$ cat src/rtl/dacif_pkg.sv
package dacif_pkg;
  localparam int unsigned NUM_CH = 2;
  localparam int unsigned HOST_W = 16;

  typedef enum logic [1:0] {
    RNG_BIP_5  = 2'd0,
    RNG_BIP_10 = 2'd1,
    RNG_UNI_5  = 2'd2,
    RNG_UNI_10 = 2'd3
  } dac_range_e;

  typedef struct packed {
    logic lo_wr;
    logic hi_wr;
    logic word_wr;
    logic rd_hit;
  } ch_ctl_t;
endpackage

$ cat src/rtl/dacif_decode.sv
module dacif_decode
  import dacif_pkg::*;
#(
  parameter int unsigned ADDR_W     = 4,
  parameter int unsigned CH_BASE    = 4,
  parameter int unsigned RANGE_ADDR = 10
) (
  input  logic              wr_en,
  input  logic              wr_word,
  input  logic              rd_en,
  input  logic [ADDR_W-1:0] addr,
  output ch_ctl_t [NUM_CH-1:0] ctl,
  output logic              rng_wr
);
  localparam int unsigned LAST_ADDR = CH_BASE + 2 * NUM_CH - 1;

  logic dac_rd;

  assign dac_rd = rd_en && (addr >= ADDR_W'(CH_BASE)) && (addr <= ADDR_W'(LAST_ADDR));
  assign rng_wr = wr_en && (addr == ADDR_W'(RANGE_ADDR));

  always_comb begin
    for (int i = 0; i < NUM_CH; i++) begin
      ctl[i]         = '0;
      ctl[i].lo_wr   = wr_en && !wr_word && (addr == ADDR_W'(CH_BASE + 2 * i));
      ctl[i].word_wr = wr_en &&  wr_word && (addr == ADDR_W'(CH_BASE + 2 * i));
      ctl[i].hi_wr   = wr_en && (addr == ADDR_W'(CH_BASE + 2 * i + 1));
      ctl[i].rd_hit  = dac_rd;
    end
  end
endmodule

$ cat src/rtl/dacif_channel.sv
module dacif_channel
  import dacif_pkg::*;
#(
  parameter int unsigned DAC_BITS = 16
) (
  input  logic                clk,
  input  logic                rst,
  input  logic                xfer_mode,
  input  ch_ctl_t             ctl,
  input  logic [HOST_W-1:0]   wdata,
  output logic [HOST_W-1:0]   hold,
  output logic [DAC_BITS-1:0] code,
  output logic                upd
);
  localparam int unsigned DROP_BITS = HOST_W - DAC_BITS;

  logic [7:0]          hold_lo;
  logic [7:0]          hold_hi;
  logic                commit_en;
  logic [HOST_W-1:0]   commit_word;
  logic [DAC_BITS-1:0] next_code;

  assign hold = {hold_hi, hold_lo};

  // Commit source: transfer mode uses the pre-edge holding value, so a
  // write landing in the same cycle is not part of this commit.
  always_comb begin
    commit_en   = 1'b0;
    commit_word = hold;
    if (xfer_mode) begin
      commit_en   = ctl.rd_hit;
      commit_word = hold;
    end else if (ctl.word_wr) begin
      commit_en   = 1'b1;
      commit_word = wdata;
    end else if (ctl.hi_wr) begin
      commit_en   = 1'b1;
      commit_word = {wdata[7:0], hold_lo};
    end
  end

  assign next_code = commit_word[HOST_W-1 -: DAC_BITS];

  generate
    if (DROP_BITS > 0) begin : g_drop
      logic unused_low;
      assign unused_low = ^commit_word[DROP_BITS-1:0];
    end
  endgenerate

  always_ff @(posedge clk) begin
    if (rst) begin
      hold_lo <= '0;
      hold_hi <= '0;
      code    <= '0;
      upd     <= 1'b0;
    end else begin
      if (ctl.word_wr) begin
        hold_lo <= wdata[7:0];
        hold_hi <= wdata[15:8];
      end else begin
        if (ctl.lo_wr) hold_lo <= wdata[7:0];
        if (ctl.hi_wr) hold_hi <= wdata[7:0];
      end
      upd <= commit_en && (next_code != code);
      if (commit_en) code <= next_code;
    end
  end
endmodule

$ cat src/rtl/dacif_range.sv
module dacif_range
  import dacif_pkg::*;
#(
  parameter bit HAS_RANGE = 1'b1
) (
  input  logic                  clk,
  input  logic                  rst,
  input  logic                  wr,
  input  logic [7:0]            wbyte,
  output logic [NUM_CH-1:0][1:0] rng
);
  localparam int unsigned FIELD_LSB = 4;

  generate
    if (HAS_RANGE) begin : g_live
      always_ff @(posedge clk) begin
        if (rst) begin
          rng <= '0;
        end else if (wr) begin
          for (int i = 0; i < NUM_CH; i++) begin
            rng[i] <= wbyte[FIELD_LSB + 2 * i +: 2];
          end
        end
      end
    end else begin : g_fixed
      logic unused_rng;
      assign unused_rng = ^{clk, rst, wr, wbyte};
      assign rng = '0;
    end
  endgenerate
endmodule

$ cat src/rtl/dual_dac_regs.sv
module dual_dac_regs
  import dacif_pkg::*;
#(
  parameter int unsigned DAC_BITS   = 16,
  parameter int unsigned ADDR_W     = 4,
  parameter int unsigned CH_BASE    = 4,
  parameter int unsigned RANGE_ADDR = 10
) (
  input  logic                clk,
  input  logic                rst,
  input  logic                xfer_mode,
  input  logic [ADDR_W-1:0]   addr,
  input  logic                wr_en,
  input  logic                wr_word,
  input  logic [15:0]         wdata,
  input  logic                rd_en,
  output logic [15:0]         rdata,
  output logic [DAC_BITS-1:0] dac0_code,
  output logic [1:0]          dac0_range,
  output logic                dac0_upd,
  output logic [DAC_BITS-1:0] dac1_code,
  output logic [1:0]          dac1_range,
  output logic                dac1_upd
);
  localparam bit HAS_RANGE = (DAC_BITS < HOST_W);

  ch_ctl_t [NUM_CH-1:0]               ctl;
  logic                               rng_wr;
  logic [NUM_CH-1:0][HOST_W-1:0]      hold_w;
  logic [NUM_CH-1:0][DAC_BITS-1:0]    code_w;
  logic [NUM_CH-1:0]                  upd_w;
  logic [NUM_CH-1:0][1:0]             rng_w;
  logic [15:0]                        rd_mux;

  dacif_decode #(
    .ADDR_W    (ADDR_W),
    .CH_BASE   (CH_BASE),
    .RANGE_ADDR(RANGE_ADDR)
  ) u_decode (
    .wr_en  (wr_en),
    .wr_word(wr_word),
    .rd_en  (rd_en),
    .addr   (addr),
    .ctl    (ctl),
    .rng_wr (rng_wr)
  );

  generate
    for (genvar i = 0; i < NUM_CH; i++) begin : g_ch
      dacif_channel #(.DAC_BITS(DAC_BITS)) u_ch (
        .clk      (clk),
        .rst      (rst),
        .xfer_mode(xfer_mode),
        .ctl      (ctl[i]),
        .wdata    (wdata),
        .hold     (hold_w[i]),
        .code     (code_w[i]),
        .upd      (upd_w[i])
      );
    end
  endgenerate

  dacif_range #(.HAS_RANGE(HAS_RANGE)) u_range (
    .clk  (clk),
    .rst  (rst),
    .wr   (rng_wr),
    .wbyte(wdata[7:0]),
    .rng  (rng_w)
  );

  always_comb begin
    rd_mux = '0;
    for (int i = 0; i < NUM_CH; i++) begin
      if (addr == ADDR_W'(CH_BASE + 2 * i))     rd_mux = hold_w[i];
      if (addr == ADDR_W'(CH_BASE + 2 * i + 1)) rd_mux = {8'h00, hold_w[i][15:8]};
    end
    if (addr == ADDR_W'(RANGE_ADDR)) begin
      for (int i = 0; i < NUM_CH; i++) begin
        rd_mux[4 + 2 * i +: 2] = rng_w[i];
      end
    end
  end

  always_ff @(posedge clk) begin
    if (rst)        rdata <= '0;
    else if (rd_en) rdata <= rd_mux;
  end

  assign dac0_code  = code_w[0];
  assign dac1_code  = code_w[1];
  assign dac0_upd   = upd_w[0];
  assign dac1_upd   = upd_w[1];
  assign dac0_range = rng_w[0];
  assign dac1_range = rng_w[1];
endmodule

$ cat config.mk
export PLATFORM = sky130hd
export DESIGN_NAME = dual_dac_regs
export DESIGN_NICKNAME = d
export VERILOG_FILES = /design/src/rtl/dacif_pkg.sv /design/src/rtl/dacif_decode.sv /design/src/rtl/dacif_channel.sv /design/src/rtl/dacif_range.sv /design/src/rtl/dual_dac_regs.sv
export SDC_FILE = /design/constraint.sdc
export NUM_CORES = 1
export LEC_CHECK = 0
export BUFFER_PORTS_ARGS = -buffer_cell sky130_fd_sc_hd__buf_2
export CORE_MARGIN = 2
export CORE_UTILIZATION = 50
export DETAILED_ROUTE_END_ITERATION = 6
export HOLD_SLACK_MARGIN = 0.15
export PLACE_DENSITY = 0.83
export SYNTH_ARGS = -nofsm -noshare
export SYNTH_HDL_FRONTEND = slang
export SYNTH_SLANG_ARGS = --single-unit
$ cat constraint.sdc
create_clock -name clk -period 2.1 [get_ports clk]
set_clock_uncertainty 0.2 [all_clocks]
set_input_delay 0.315 -clock clk [delete_from_list [all_inputs] [get_ports clk]]
set_output_delay 0.315 -clock clk [all_outputs]
set_load 0.01 [all_outputs]
==> results.json, run 1 <==
{
  "synth_compound_area_share_pct": 20.41,
  "syn_area_per_cell_um2": 8.294,
  "outcome": "finished clean",
  "cts_made_buffers": 9,
  "synth_edf_count": 0,
  "synthAdderAreaFrac_pct": 0,
  "diodes": 0,
  "maxSlewViolCount": 0,
  "antenna_found_initial": 1,
  "vias": 4876,
  "vias_per_cell": 6.180,
  "power.switching_uw": 961.4,
  "synth_xor_area_share_pct": 3.388,
  "postLayoutCellArea_um2": 5869,
  "p_sw_share_pct": 27.87,
  "antenna_left": 0,
  "grt_pass1_vias": 4744,
  "nFillCells": 713,
  "ioPinCount": 80,
  "place_area_um2": 5445,
  "wl_per_cell_um": 18.64,
  "ir_worst_vdd_mv": 0.3092,
  "synthSimpleGateAreaFrac_pct": 21.46,
  "dp_cells": 764,
  "period_share_pct": 97.80,
  "max-slew-margin-rel_pct": 60.77,
  "grt_overflow": 0,
  "p_int_mw": 2.489,
  "final_nets": 699,
  "yosysSeqAreaShare_pct": 35.28,
  "required_ps": 2130,
  "syn_area_um2": 4653,
  "ys_seq_elements": 82,
  "worst-setup-path-type": "input port to flip-flop",
  "drc": 0,
  "ys.flop_type": "dfxtp_1",
  "rows": 35,
  "power.density_nw_per_um2": 587.8,
  "ys_warn_count": 0,
  "ctsHtreeMaxLevel": 3,
  "synth_top_family_by_area": "simple AND/OR/NAND/NOR gates",
  "drv_cap": 0,
  "end_kind": "flip-flop",
  "die-width_um": 100.5,
  "setup_viol": 0,
  "tightest_slew_ps": 588.5,
  "seq_power_share_pct": 47.0,
  "p_comb_share_pct": 14.9,
  "synthMuxAreaShare_pct": 13.12,
  "ctsRootBufferMaster": "clkbuf_8",
  "die_height_um": 100.5,
  "post-route-min-period_ps": 2054,
  "cts_tree": "done",
  "seq_area_um2": 1644,
  "max_freq_ghz": 0.4869,
  "grt_max_degree": 56,
  "drt_iter0_drc": 390,
  "cp-start-kind": "input port",
  "portBuffers": 75,
  "multi_input_area_um2": 2819,
  "start_util_pct": 50.84,
  "hold_violations": 0,
  "gp_congestion": 0.9596,
  "syn_inst": 561,
  "stdcell_count": 789,
  "cts_sinks": 82,
  "hp-class": "input port to flip-flop",
  "grt_pass1_wl_um": 23010,
  "cp.arrival_ps": 2080,
  "dp.final_hpwl_um": 10660,
  "clk_pin_slew_ps": 90,
  "first_pass_iters": 6,
  "core_um2": 9153,
  "grt_usage_pct": 29.04,
  "ys_async_sr_fraction_pct": 0,
  "clock_path_buffers": 2,
  "cp_max_fo": 3,
  "total_power_mw": 3.450,
  "ys_types": 58,
  "syn2layout_area_growth_pct": 26.14,
  "die_area_um2": 10090,
  "fin_util_pct": 64.13,
  "clockPowerShare_pct": 38.1,
  "layout-drive-gt1-share_pct": 27.14,
  "clk_latency_ps": 370,
  "wl_um": 14710,
  "leakagePower_nw": 2.553
}
-- final timing paths --
| check | start | endpoint | slack, ps | cells after the start |
|---|---|---|---|---|
| max reg2reg | g_ch[0].u_ch.code[6] | g_ch[0].u_ch.upd | 60 | 7 |
| min | wdata[5] | g_ch[0].u_ch.code[5] | 150 | 3 |
| max | wdata[12] | g_ch[1].u_ch.upd | 50 | 8 |
| min reg2reg | g_ch[1].u_ch.code[8] | g_ch[1].u_ch.code[8] | 280 | 2 |
-- registers in the layout, summed over array words and instances, names as in the netlist --
register / count
g_ch.u_ch.hold_lo: 16
g_ch.u_ch.code: 32
rdata: 16
g_ch.u_ch.hold_hi: 16
g_ch.u_ch.upd: 2
-- power groups by stage --
stage	logic, mW	clock network, mW	registers, mW
2_1_floorplan	0.271	0	1.65
4_1_cts	0.480	1.32	1.62
3_3_place_gp	0.453	0	1.65
3_5_place_dp	0.463	0	1.65
6_report	0.515	1.31	1.62
5_1_grt	0.546	1.38	1.62
-- metrics by stage --
stage          setup TNS (ps)  hold slack, ps  setup slack, ps
5_1_grt                -18.63           162.9           -12.40
6_report                    0           154.5            46.26
4_1_cts                     0           153.3            9.215
3_5_place_dp           -336.8           272.0           -157.0
3_3_place_gp           -199.1           273.1           -145.0
2_1_floorplan               0           262.2            150.1
-- cell type report --
class	instances	share of cell area, %
Multi-Input combinational cell	419	48.03
Timing Repair Buffer	139	16.37
Inverter	22	1.407
Sequential cell	82	28.01
Clock buffer	9	2.110
Tap cell	111	2.366
Clock inverter	7	1.705
-- critical path: stages --
cell           delay [ps]
dlygate4sd3_1         540
buf_2                 150
nor3b_4               230
nor2_2                 90
o22ai_2               160
o22ai_1               110
nor4_1                330
a311oi_2              140
-- cell usage after synthesis, types with 4 or more instances --
cell	instances	area share, %
buf_2	11	1.2
nand2b_1	10	1.3
mux2i_1	52	11
clkbuf_1	20	1.6
a222oi_1	4	0.86
mux2_2	8	1.9
a21oi_1	39	4.2
o22ai_1	23	3.1
a211oi_1	31	5.0
buf_4	7	1.1
xor2_1	15	2.8
o21ai_0	13	1.4
nand2_1	32	2.6
nor3_1	4	0.43
dfxtp_1	82	35
nor3b_1	4	0.65
nand3_1	7	0.75
inv_1	21	1.7
nor2b_1	28	3.8
nor2_1	86	6.9
-- placed cells by master, fill, tap and decap left out, drive strengths merged, types with 4 or more instances in the layout --
master / instances
dfxtp: 82
inv: 24
a222oi: 4
nor3b: 4
o22ai: 23
dlygate4sd3: 7
nor2: 88
mux2: 8
o21ai: 16
nand2: 34
a211oi: 32
xor2: 15
a21oi: 39
nand2b: 10
nand3: 8
nor2b: 28
nor3: 7
clkbuf: 9
conb: 4
buf: 130
mux2i: 52
-- metal layers --
metal	track usage (%)	wire (um)	vias up
li1	-	-	2218
met1	34.39	5680	2329
met4	14.65	582	0
met2	50.13	7255	260
met5	0	0	-
met3	5.548	1190	69
-- repair_timing --
action	CTS	global route
setup endpoints to repair	0	2
gates resized for setup	0	28
hold endpoints to repair	16	0
hold buffers	9	0
setup buffers	0	1
-- cell families (layout without fill, tap and decap cells) --
logic type / count (synthesis) / after routing
compound gates: 142 / 142
mux: 60 / 60
simple gates: 195 / 195
flops: 82 / 82
other cells: 1 / 4
buf+inv: 63 / 177
xor+xnor: 18 / 18
(Power assumes the default switching activity.)
==> run 2, diff against run 1 <==
--- a/config.mk
+++ b/config.mk
@@ -6,6 +6,7 @@
 export NUM_CORES = 1
 export LEC_CHECK = 0
 export BUFFER_PORTS_ARGS = -buffer_cell sky130_fd_sc_hd__buf_2
+export CORE_ASPECT_RATIO = 0.8
 export CORE_MARGIN = 2
 export CORE_UTILIZATION = 50
 export DETAILED_ROUTE_END_ITERATION = 6
==> results.json, run 2 (synthesis gave the netlist of run 1 again) <==
{
  "seq_area_um2": 1642,
  "cp-start-kind": "input port",
  "worst_r2r_path_depth": 7,
  "wl_um": 15290,
  "timing.rr.end": "g_ch[0].u_ch.upd",
  "grt_pass1_wl_um": 24560,
  "dp.final_hpwl_um": 11220,
  "cpPeakStageDelay_ps": 510,
  "syn2layout_area_growth_pct": 31.73,
  "hold_start": "wdata[7]",
  "final_nets": 720,
  "grt_pass1_vias": 4691,
  "post-route-min-period_ps": 2051,
  "tightest_slew_ps": 563.5,
  "drt_iter0_drc": 561,
  "grt_usage_pct": 30.62,
  "die-width_um": 111.9,
  "nFillCells": 725,
  "cp.arrival_ps": 2080,
  "maxSlewViolCount": 0,
  "slowest_stage": "dlygate4sd3_1",
  "cts_tree": "done",
  "fin_tns_setup_ps": 0,
  "hp-class": "input port to flip-flop",
  "grt_use_met3_pct": 7.919,
  "place_ws_ps": -235.8,
  "clock_path_buffers": 2,
  "gp_congestion": 0.9859,
  "hold_violations": 0,
  "start_util_pct": 51.49,
  "dp_cells": 787,
  "holdPathStages": 3,
  "ctsRootBufferMaster": "clkbuf_16",
  "drc": 0,
  "grt_overflow": 0,
  "antenna_left": 0,
  "ioPinCount": 80,
  "worst_slack_ps": 48.84,
  "layout-drive-gt1-share_pct": 27.75,
  "wl_per_cell_um": 18.79,
  "first_pass_iters": 5,
  "end_kind": "flip-flop",
  "ctsHtreeMaxLevel": 3,
  "max-slew-margin-rel_pct": 62.44,
  "fin_hold_ws_ps": 167.9,
  "required_ps": 2120,
  "diodes": 0,
  "grt.met2_usage_pct": 47.93,
  "setup_viol": 0,
  "total_power_mw": 3.933,
  "die_area_um2": 10100,
  "top_usage_layer": "met2",
  "drv_cap": 0,
  "outcome": "finished clean",
  "ir_worst_vdd_mv": 0.7208,
  "core_um2": 9037,
  "final_common_cell": "nor2_1",
  "hold_end": "g_ch[0].u_ch.hold_lo[7]",
  "clk_latency_ps": 350,
  "rows": 31,
  "cts_setup_buffers": 0,
  "cts_made_buffers": 9,
  "crit_chain": "dlygate4sd3_1, buf_2, buf_4, mux2i_1, a222oi_1, and4_1, a311oi_1",
  "cts_sinks": 82,
  "largest_reg_flops": 32,
  "multi_input_area_um2": 2774,
  "die_height_um": 90.29,
  "vias": 4898,
  "use_met1_pct": 41.93,
  "clk_pin_slew_ps": 60,
  "worst-setup-path-type": "input port to flip-flop",
  "power.density_nw_per_um2": 641.6,
  "vias_per_cell": 6.017,
  "grt_max_degree": 29,
  "mostFrequentLayoutCells": "85 x nor2_1, 82 x dfxtp_1, 74 x buf_2",
  "antenna_found_initial": 0,
  "leakagePower_nw": 2.680,
  "portBuffers": 75,
  "rrSetupSlack_ps": 60,
  "period_share_pct": 97.67,
  "max_freq_ghz": 0.4875,
  "stdcell_count": 814,
  "regMostFlops": "g_ch.u_ch.code",
  "worstReg2RegStart": "g_ch[0].u_ch.code[6]",
  "cp_max_fo": 5
}
## run 2: cell types whose count changed in the layout (fill, tap and decap cells not counted), moves of 2 or more
cell            previous run  this run
dfxtp_2                    2         0
buf_6                      2         0
nor3b_1                    1         3
dfxtp_1                   80        82
clkbuf_8                   9         0
buf_12                     5         9
dlymetal6s4s_1             2         0
clkbuf_16                  0         9
buf_2                     72        74
dlygate4sd3_1              7        11
buf_4                     51        66
nor3b_2                    2         0
## run 2: how the worst max path moves through the flow
stage,to,depth (start not counted),slack [ps],startpoint
after detailed placement,g_ch[1].u_ch.upd,8,-240,addr[0]
after global routing,g_ch[1].u_ch.upd,8,-20,wdata[12]
after floorplan,g_ch[0].u_ch.upd,7,150,addr[3]
after CTS,g_ch[0].u_ch.upd,8,20,wdata[12]
after global placement,g_ch[1].u_ch.upd,8,-120,addr[0]
final,g_ch[1].u_ch.upd,7,50,wdata[4]
## run 2: what timing repair did
item / in CTS / in global routing
resized for setup: 0 / 11
endpoints found under the setup margin: 0 / 2
endpoints found under the hold margin: 19 / 0
hold buffers: 11 / 0
## run 2: per-layer routing
metal / up-vias / part of all wire [%]
li1: 2254 / -
met4: 0 / 2.7
met3: 42 / 8.6
met2: 275 / 46
met1: 2327 / 43
met5: - / 0
## run 2: area by class of cell
class	instances	share of cell area [%]
multi-input combinational	419	45.25
sequential	82	26.78
timing repair buffer	160	18.86
clock buffer	9	3.674
tap	115	2.347
clock inverter	7	1.735
inverter	22	1.347
## run 2: worst max-delay path, delay by kind of cell
kind,cells,cell delay (ps)
AOI/OAI and AO/OA,2,420
buffers and inverters,3,940
and+or+nand+nor,1,280
muxes,1,110
## run 2: per-stage QoR
| stage | util, % | area, um2 |
|---|---|---|
| floorplan | - | 4664 |
| global placement | 62.44 | 5643 |
| detailed placement | 62.44 | 5643 |
| CTS | 67.33 | 6085 |
| global route | 67.83 | 6130 |
| finish | 67.83 | 6130 |
## run 2: power by group
part	total (mW)	switching [mW]	internal, mW
clock	1.78	0.713	1.06
combinational	0.534	0.294	0.240
sequential	1.62	0.0362	1.58
